[src/rtl/scr_pkg.sv]
package scr_pkg;
  typedef struct packed {
    logic seedLoad;
    logic useShort;
    logic txAdv;
    logic rxAdv;
    logic passThru;
    logic wrLong;
    logic wrShort;
  } scrStrobes_t;
endpackage

[src/rtl/scrCtrl.sv]
module scrCtrl
  import scr_pkg::*;
(
  input  logic        txStart,
  input  logic        txShortFmt,
  input  logic        txEn,
  input  logic        rxEn,
  input  logic        bypass,
  input  logic        longSeedWe,
  input  logic        shortSeedWe,
  output scrStrobes_t strb
);
  always_comb begin
    strb.seedLoad = txStart;
    strb.useShort = txShortFmt;
    strb.txAdv    = txEn;
    strb.rxAdv    = rxEn;
    strb.passThru = bypass;
    strb.wrLong   = longSeedWe;
    strb.wrShort  = shortSeedWe;
  end
endmodule

[src/rtl/scrLane.sv]
module scrLane #(
  parameter int WIDTH        = 7,
  parameter int TAP_A        = 4,
  parameter int TAP_B        = 7,
  parameter bit FEED_FORWARD = 1'b0
) (
  input  logic             clk,
  input  logic             rstN,
  input  logic [WIDTH-1:0] rstVal,
  input  logic             load,
  input  logic [WIDTH-1:0] loadVal,
  input  logic             adv,
  input  logic             bypass,
  input  logic             din,
  output logic             dout
);
  logic [WIDTH-1:0] shReg;
  logic [WIDTH-1:0] curState;
  logic             fbBit;
  logic             shiftIn;

  assign curState = load ? loadVal : shReg;
  assign fbBit    = curState[TAP_A-1] ^ curState[TAP_B-1];
  assign dout     = bypass ? din : (din ^ fbBit);

  generate
    if (FEED_FORWARD) begin : g_ff
      assign shiftIn = din;
    end else begin : g_fb
      assign shiftIn = dout;
    end
  endgenerate

  always_ff @(posedge clk) begin
    if (!rstN)
      shReg <= rstVal;
    else if (adv)
      shReg <= {curState[WIDTH-2:0], shiftIn};
    else
      shReg <= curState;
  end
endmodule

[src/rtl/scrDatapath.sv]
module scrDatapath
  import scr_pkg::*;
#(
  parameter int               WIDTH      = 7,
  parameter int               TAP_A      = 4,
  parameter int               TAP_B      = 7,
  parameter logic [WIDTH-1:0] LONG_DEF   = 7'b1101100,
  parameter logic [WIDTH-1:0] SHORT_DEF  = 7'b0011011
) (
  input  logic             clk,
  input  logic             rstN,
  input  scrStrobes_t      strb,
  input  logic [WIDTH-1:0] seedData,
  input  logic             txBit,
  input  logic             rxBit,
  output logic             txOut,
  output logic             rxOut
);
  localparam logic [WIDTH-1:0] RX_RST = '0;

  logic [WIDTH-1:0] longSeed;
  logic [WIDTH-1:0] shortSeed;
  logic [WIDTH-1:0] seedSel;
  logic [WIDTH-1:0] txRstVal;

  always_ff @(posedge clk) begin
    if (!rstN) begin
      longSeed  <= LONG_DEF;
      shortSeed <= SHORT_DEF;
    end else begin
      if (strb.wrLong)  longSeed  <= seedData;
      if (strb.wrShort) shortSeed <= seedData;
    end
  end

  assign seedSel  = strb.useShort ? shortSeed : longSeed;
  assign txRstVal = strb.useShort ? SHORT_DEF : LONG_DEF;

  scrLane #(.WIDTH(WIDTH), .TAP_A(TAP_A), .TAP_B(TAP_B), .FEED_FORWARD(1'b0)) u_txLane (
    .clk(clk), .rstN(rstN), .rstVal(txRstVal),
    .load(strb.seedLoad), .loadVal(seedSel),
    .adv(strb.txAdv), .bypass(strb.passThru),
    .din(txBit), .dout(txOut)
  );

  scrLane #(.WIDTH(WIDTH), .TAP_A(TAP_A), .TAP_B(TAP_B), .FEED_FORWARD(1'b1)) u_rxLane (
    .clk(clk), .rstN(rstN), .rstVal(RX_RST),
    .load(1'b0), .loadVal(RX_RST),
    .adv(strb.rxAdv), .bypass(strb.passThru),
    .din(rxBit), .dout(rxOut)
  );
endmodule

[src/rtl/selfSyncScrambler.sv]
module selfSyncScrambler
  import scr_pkg::*;
#(
  parameter int               WIDTH     = 7,
  parameter int               TAP_A     = 4,
  parameter int               TAP_B     = 7,
  parameter logic [WIDTH-1:0] LONG_DEF  = 7'b1101100,
  parameter logic [WIDTH-1:0] SHORT_DEF = 7'b0011011
) (
  input  logic             clk,
  input  logic             rstN,
  input  logic             bypass,
  input  logic             txShortFmt,
  input  logic             txStart,
  input  logic             txEn,
  input  logic             txBit,
  output logic             txOut,
  input  logic             rxEn,
  input  logic             rxBit,
  output logic             rxOut,
  input  logic             longSeedWe,
  input  logic             shortSeedWe,
  input  logic [WIDTH-1:0] seedData
);
  scrStrobes_t strb;

  scrCtrl u_ctrl (
    .txStart(txStart), .txShortFmt(txShortFmt), .txEn(txEn), .rxEn(rxEn),
    .bypass(bypass), .longSeedWe(longSeedWe), .shortSeedWe(shortSeedWe),
    .strb(strb)
  );

  scrDatapath #(
    .WIDTH(WIDTH), .TAP_A(TAP_A), .TAP_B(TAP_B),
    .LONG_DEF(LONG_DEF), .SHORT_DEF(SHORT_DEF)
  ) u_dp (
    .clk(clk), .rstN(rstN), .strb(strb), .seedData(seedData),
    .txBit(txBit), .rxBit(rxBit), .txOut(txOut), .rxOut(rxOut)
  );
endmodule

[config.mk]
export PLATFORM = sky130hd
export DESIGN_NAME = selfSyncScrambler
export DESIGN_NICKNAME = d
export VERILOG_FILES = /design/src/rtl/scr_pkg.sv /design/src/rtl/scrCtrl.sv /design/src/rtl/scrLane.sv /design/src/rtl/scrDatapath.sv /design/src/rtl/selfSyncScrambler.sv
export SDC_FILE = /design/constraint.sdc
export NUM_CORES = 1
export LEC_CHECK = 0
export BUFFER_PORTS_ARGS = -buffer_cell sky130_fd_sc_hd__buf_2
export CORE_AREA = 2 2 53 50
export CTS_BUF_LIST = sky130_fd_sc_hd__clkbuf_16
export DETAILED_ROUTE_END_ITERATION = 8
export DIE_AREA = 0 0 55 52
export PLACE_DENSITY_LB_ADDON = 0.2
export SYNTH_ARGS = -nofsm -noshare
export SYNTH_HDL_FRONTEND = slang
export SYNTH_SLANG_ARGS = --single-unit
[constraint.sdc]
create_clock -name clk -period 2.4 [get_ports clk]
set_clock_uncertainty 0.1 [all_clocks]
set_input_delay 0.36 -clock clk [delete_from_list [all_inputs] [get_ports clk]]
set_output_delay 0.36 -clock clk [all_outputs]
set_load 0.01 [all_outputs]
; Word level (Yosys, flattened, before mapping)
; Cells that the tools add are included.
[classes]
n_mux = 7
bitwise_logic = 4
[ops]
columns = cell, n
row1 = 7-bit 2-to-1 mux, 5
row2 = 1-bit bitwise XOR, 4
row3 = 1-bit 2-to-1 mux, 2
[word_totals]
reg_bits = 28
input_bits = 18
out_inout_bits = 2
wordCells = 15

; Logic depth before layout (Yosys ltp)
[depth]
ltp_word = 7
ltp_mapped = 6
mapped_depth_nobuf = 4

; Cells and area by module
; From an unflattened synthesis, not the netlist that was laid out.
[unflattened]
cells_unflattened = 138
hier_area_um2 = 1594.0
[by_module_without_submodules]
columns = module, n_inst, cells_per_inst, area_per_inst_um2, seq_area_each_um2
row1 = scrDatapath, 1, 56, 643.1, 280.3
row2 = scrLane at u_dp.u_txLane, 1, 37, 476.7, 140.1
row3 = scrLane at u_dp.u_rxLane, 1, 38, 421.7, 140.1
row4 = scrCtrl, 1, 7, 52.6, 0.0

; Least setup slack after synthesis
; Ideal clock, no wire load.
[synth_path]
kind = in2out
from = input txStart
to = output txOut
arrival_ns = 1.113
t_required_ns = 1.940
slack_ns = 0.827
cell_stages = 5
n_path_buf = 1
cell_sequence = buf_2 -> nand2b_1 -> o22ai_1 -> nor3_1 -> xor2_1
[synth_between]
elab_chain_cells = 4
[synth_rtl]
columns = element, line
row1 = "start, declared", selfSyncScrambler.sv:14  ; input logic txStart,
row2 = 7-bit 2-to-1 mux, scrLane.sv:22  ; assign curState = load ? loadVal : shReg;
row3 = 1-bit bitwise XOR, scrLane.sv:23  ; assign fbBit = curState[TAP_A-1] ^ curState[TAP_B-1];
row4 = 1-bit bitwise XOR, scrLane.sv:24  ; assign dout = bypass ? din : (din ^ fbBit);
row5 = 1-bit 2-to-1 mux, scrLane.sv:24
row6 = "end, declared", selfSyncScrambler.sv:17  ; output logic txOut,
; No other way between the ends.

; Worst setup path after layout
[layout_path]
from = register u_dp.longSeed[3]
to = output txOut
[layout_between]
elab_chain_cells = 5
[layout_rtl]
columns = element, line
row1 = "start, declared", scrDatapath.sv:21  ; logic [WIDTH-1:0] longSeed;
row2 = "start signal, assigned", scrDatapath.sv:31  ; if (strb.wrLong) longSeed <= seedData;
row3 = 7-bit 2-to-1 mux, scrDatapath.sv:36  ; assign seedSel = strb.useShort ? shortSeed : longSeed;
row4 = 7-bit 2-to-1 mux, scrLane.sv:22
row5 = 1-bit bitwise XOR, scrLane.sv:23
row6 = 1-bit bitwise XOR, scrLane.sv:24
row7 = 1-bit 2-to-1 mux, scrLane.sv:24
; No other way between the ends.

==> Flow_metrics.wiki <==
{| class="wikitable"
! Metric !! Value
|-
| Status || finished clean
|-
| Die span in x || 55 um
|-
| Maximum operating frequency || 0.5227 GHz
|-
| Post-synthesis cell count || 134
|-
| Number of port buffers || 19
|-
| Total congestion overflow || 0
|-
| Count of cells resized by post-cts repair || 0
|-
| Cell Rows || 17
|-
| Setup Viol. Count Final || 0
|-
| Root buf cell || clkbuf_16
|-
| Worst reg2reg path startpoint || u_dp.longSeed[3]
|-
| Clk pin slew, worst setup/hold paths || 0.06 ns
|-
| Critical path arrival || 1.45 ns
|-
| Buffer count from post-CTS setup fixing || 0
|-
| Nature of the critical path endpoint || output pin
|-
| Final estimated routing congestion in global placement || 0.7749
|-
| Mean instance size in the synthesized netlist || 9.589 sq um
|-
| CP peak stage delay || 0.37 ns
|-
| Total Power Consumption || 0.9995 mW
|-
| Fraction of layout instances using a drive strength above 1 || 0.1507
|-
| Cell type of the slowest stage on the worst timing path || dfxtp_1
|-
| Number of nets with antenna violations after routing || 0
|-
| Global-route usage over all layers || 0.1745
|-
| Global-route wire length before repair || 3608 um
|-
| Count of unique library cells instantiated by Yosys || 21
|-
| Most common cell after layout, fill and taps aside || mux2i_1
|-
| Layout-stage area growth over the synthesis result || 11.98%
|-
| Ant diodes || 0
|-
| Crit start category || register
|-
| Highest fanout seen on the critical path || 3
|-
| Endpoint of the lowest-slack register-to-register path || u_dp.u_txLane.shReg[0]
|-
| Die footprint || 2860 sq um
|-
| Slew at the pin closest to its max-slew limit || 0.4870 ns
|-
| Critical path class || reg2out
|-
| Headroom to the max-slew limit || 0.6753
|-
| Drc violations || 0
|-
| H-tree levels || 1
|-
| Time the worst path needs with I/O delays and setup || 1.913 ns
|-
| HP Class || in2reg
|-
| Most frequent cells in the layout || mux2i_1, dfxtp_1, buf_2, nor2b_1
|-
| Post-synthesis net count || 152
|-
| Most used flip-flop cell after synthesis || dfxtp_1
|-
| Floorplan die height || 52 um
|-
| Std-Cell Core Area || 2340 sq um
|-
| Via/cell ratio || 5.305
|-
| Max Buffers Root-to-Sink || 2
|-
| Power per unit of standard cell area || 694.7 nW/um^2
|-
| Register-to-Register Setup Slack || 0.92 ns
|-
| Half-perimeter wire length after detailed placement || 1587 um
|-
| Largest vdd supply drop || 387.7 uV
|-
| Routed Wire Length || 2186 um
|-
| Total of warnings raised by yosys || 0
|-
| Post-Place Cell Area || 1364 sq um
|-
| Static leakage || 0.6483 nW
|-
| Number of synthesized flops with an enable pin || 0
|-
| RSZ-0062 raised after global routing || no
|-
| Count of hold buffers inserted by post-cts repair || 0
|-
| CTS Sinks || 28
|-
| Post-synthesis async set-or-reset flop share || 0
|-
| Initial antenna violation count || 0
|-
| Register bit total from synthesis || 28
|-
| Top Ports || 20
|-
| Register area share after synthesis || 0.4362
|-
| Initial standard-cell utilization of the core || 0.5492
|-
| DR pass1 iterations || 4
|-
| Inst Count DP || 171
|-
| Clock tree from TritonCTS || yes
|-
| CP Data Required Time || 1.94 ns
|-
| Final count of hold timing violations || 0
|-
| Total Negative Setup Slacks || 0 ns
|-
| Area of all placed cells without fillers || 1439 sq um
|-
| Crit-path most repeated cell || xor2_1
|-
| CP Launch Point || u_dp.longSeed[3]
|-
| Non-filler cells in the finished layout || 174
|-
| Routed length per placed instance || 12.56 um
|-
| Worst setup timing slack at the placement stage || 0.5300 ns
|-
| Share of the clock period used by the worst path after layout || 0.7971
|-
| Number of max-cap violations || 0
|-
| Capture point of the worst path || txOut
|-
| TritonCTS buffer count || 3
|-
| Cell depth of the worst flop-to-flop path || 4
|-
| Final core area utilization || 0.6150
|-
| Worst path cell trace || xor2_1, o22ai_1, nor3_1, xor2_1, buf_2
|-
| Via count of the first global-routing pass || 838
|-
| Largest net degree at the start of global routing || 33
|-
| Number of nets at the end of the flow || 166
|-
| Starting DRT DRC Count || 16
|-
| Setup WS post-layout || 0.4870 ns
|-
| Total vias in the final route || 923
|-
| Hold Slack || 0.2295 ns
|-
| Pins over their slew limit || 0
|-
| Cell area after technology mapping || 1285 sq um
|-
| Filler Cells Inserted || 218
|-
| Clock latency on the worst-skew pair || 0.25 ns
|}
[synthesized netlist by cell type, types with 2 or more instances]
cell type / number / area (sq um)
nor2b_1: 15 / 93.84
a21oi_1: 11 / 55.05
mux2i_1: 32 / 320.3
buf_2: 2 / 10.01
clkbuf_1: 6 / 22.52
nand2_1: 11 / 41.29
nor2_1: 10 / 37.54
dfxtp_1: 28 / 560.5
nand2b_1: 2 / 12.51
xor2_1: 5 / 43.79
nor4_1: 2 / 12.51
[critical path: cells and delay by family (launching register included)]
family	cells	cell delay (ns)
buffers and inverters	1	0.14
AO/OA/AOI/OAI	1	0.14
AND/OR/NAND/NOR	1	0.23
XOR/XNOR	2	0.32
flip-flops	1	0.37
[worst min path at each step]
stage,startpoint,to,cells after the start
after floorplan,u_dp.longSeed[2],u_dp.longSeed[2],2
after global placement,u_dp.longSeed[2],u_dp.longSeed[2],2
after detailed placement,u_dp.shortSeed[4],u_dp.shortSeed[4],2
after CTS,seedData[4],u_dp.shortSeed[4],3
after global routing,seedData[4],u_dp.shortSeed[4],3
final,seedData[2],u_dp.longSeed[2],3
[metal layers]
metal	vias up	routed length [um]	global-route usage
met5	-	0	0
met1	412	1125	0.2320
met4	0	19	0.06098
li1	489	-	-
met3	4	90	0.05172
met2	18	950	0.2659
[state kept, by name, summed over array words and instances (netlist names)]
signal	flops
u_dp.u_txLane.shReg	7
u_dp.longSeed	7
u_dp.u_rxLane.shReg	7
u_dp.shortSeed	7
[power breakdown]
part           switching [mW]  leakage [nW]  internal [mW]
Combinational          0.0693         0.380         0.0627
Clock                   0.139        0.0370          0.220
Sequential             0.0147         0.231          0.494
[final cells by class]
type	count	area (sq um)	area share
clock buffers	3	75.07	0.05217
multi-input cells	96	673.1	0.4678
flip-flops and latches	28	560.5	0.3896
repair buffers	19	95.09	0.06609
well taps	28	35.03	0.02435
[cell families after synthesis]
logic type | share of synthesized area
AND/OR/NAND/NOR | 0.1675
flip-flops | 0.4362
XOR/XNOR | 0.04090
AO/OA/AOI/OAI | 0.06622
buffers and inverters | 0.03992
multiplexers | 0.2493
Power figures use the tool's default switching activity.
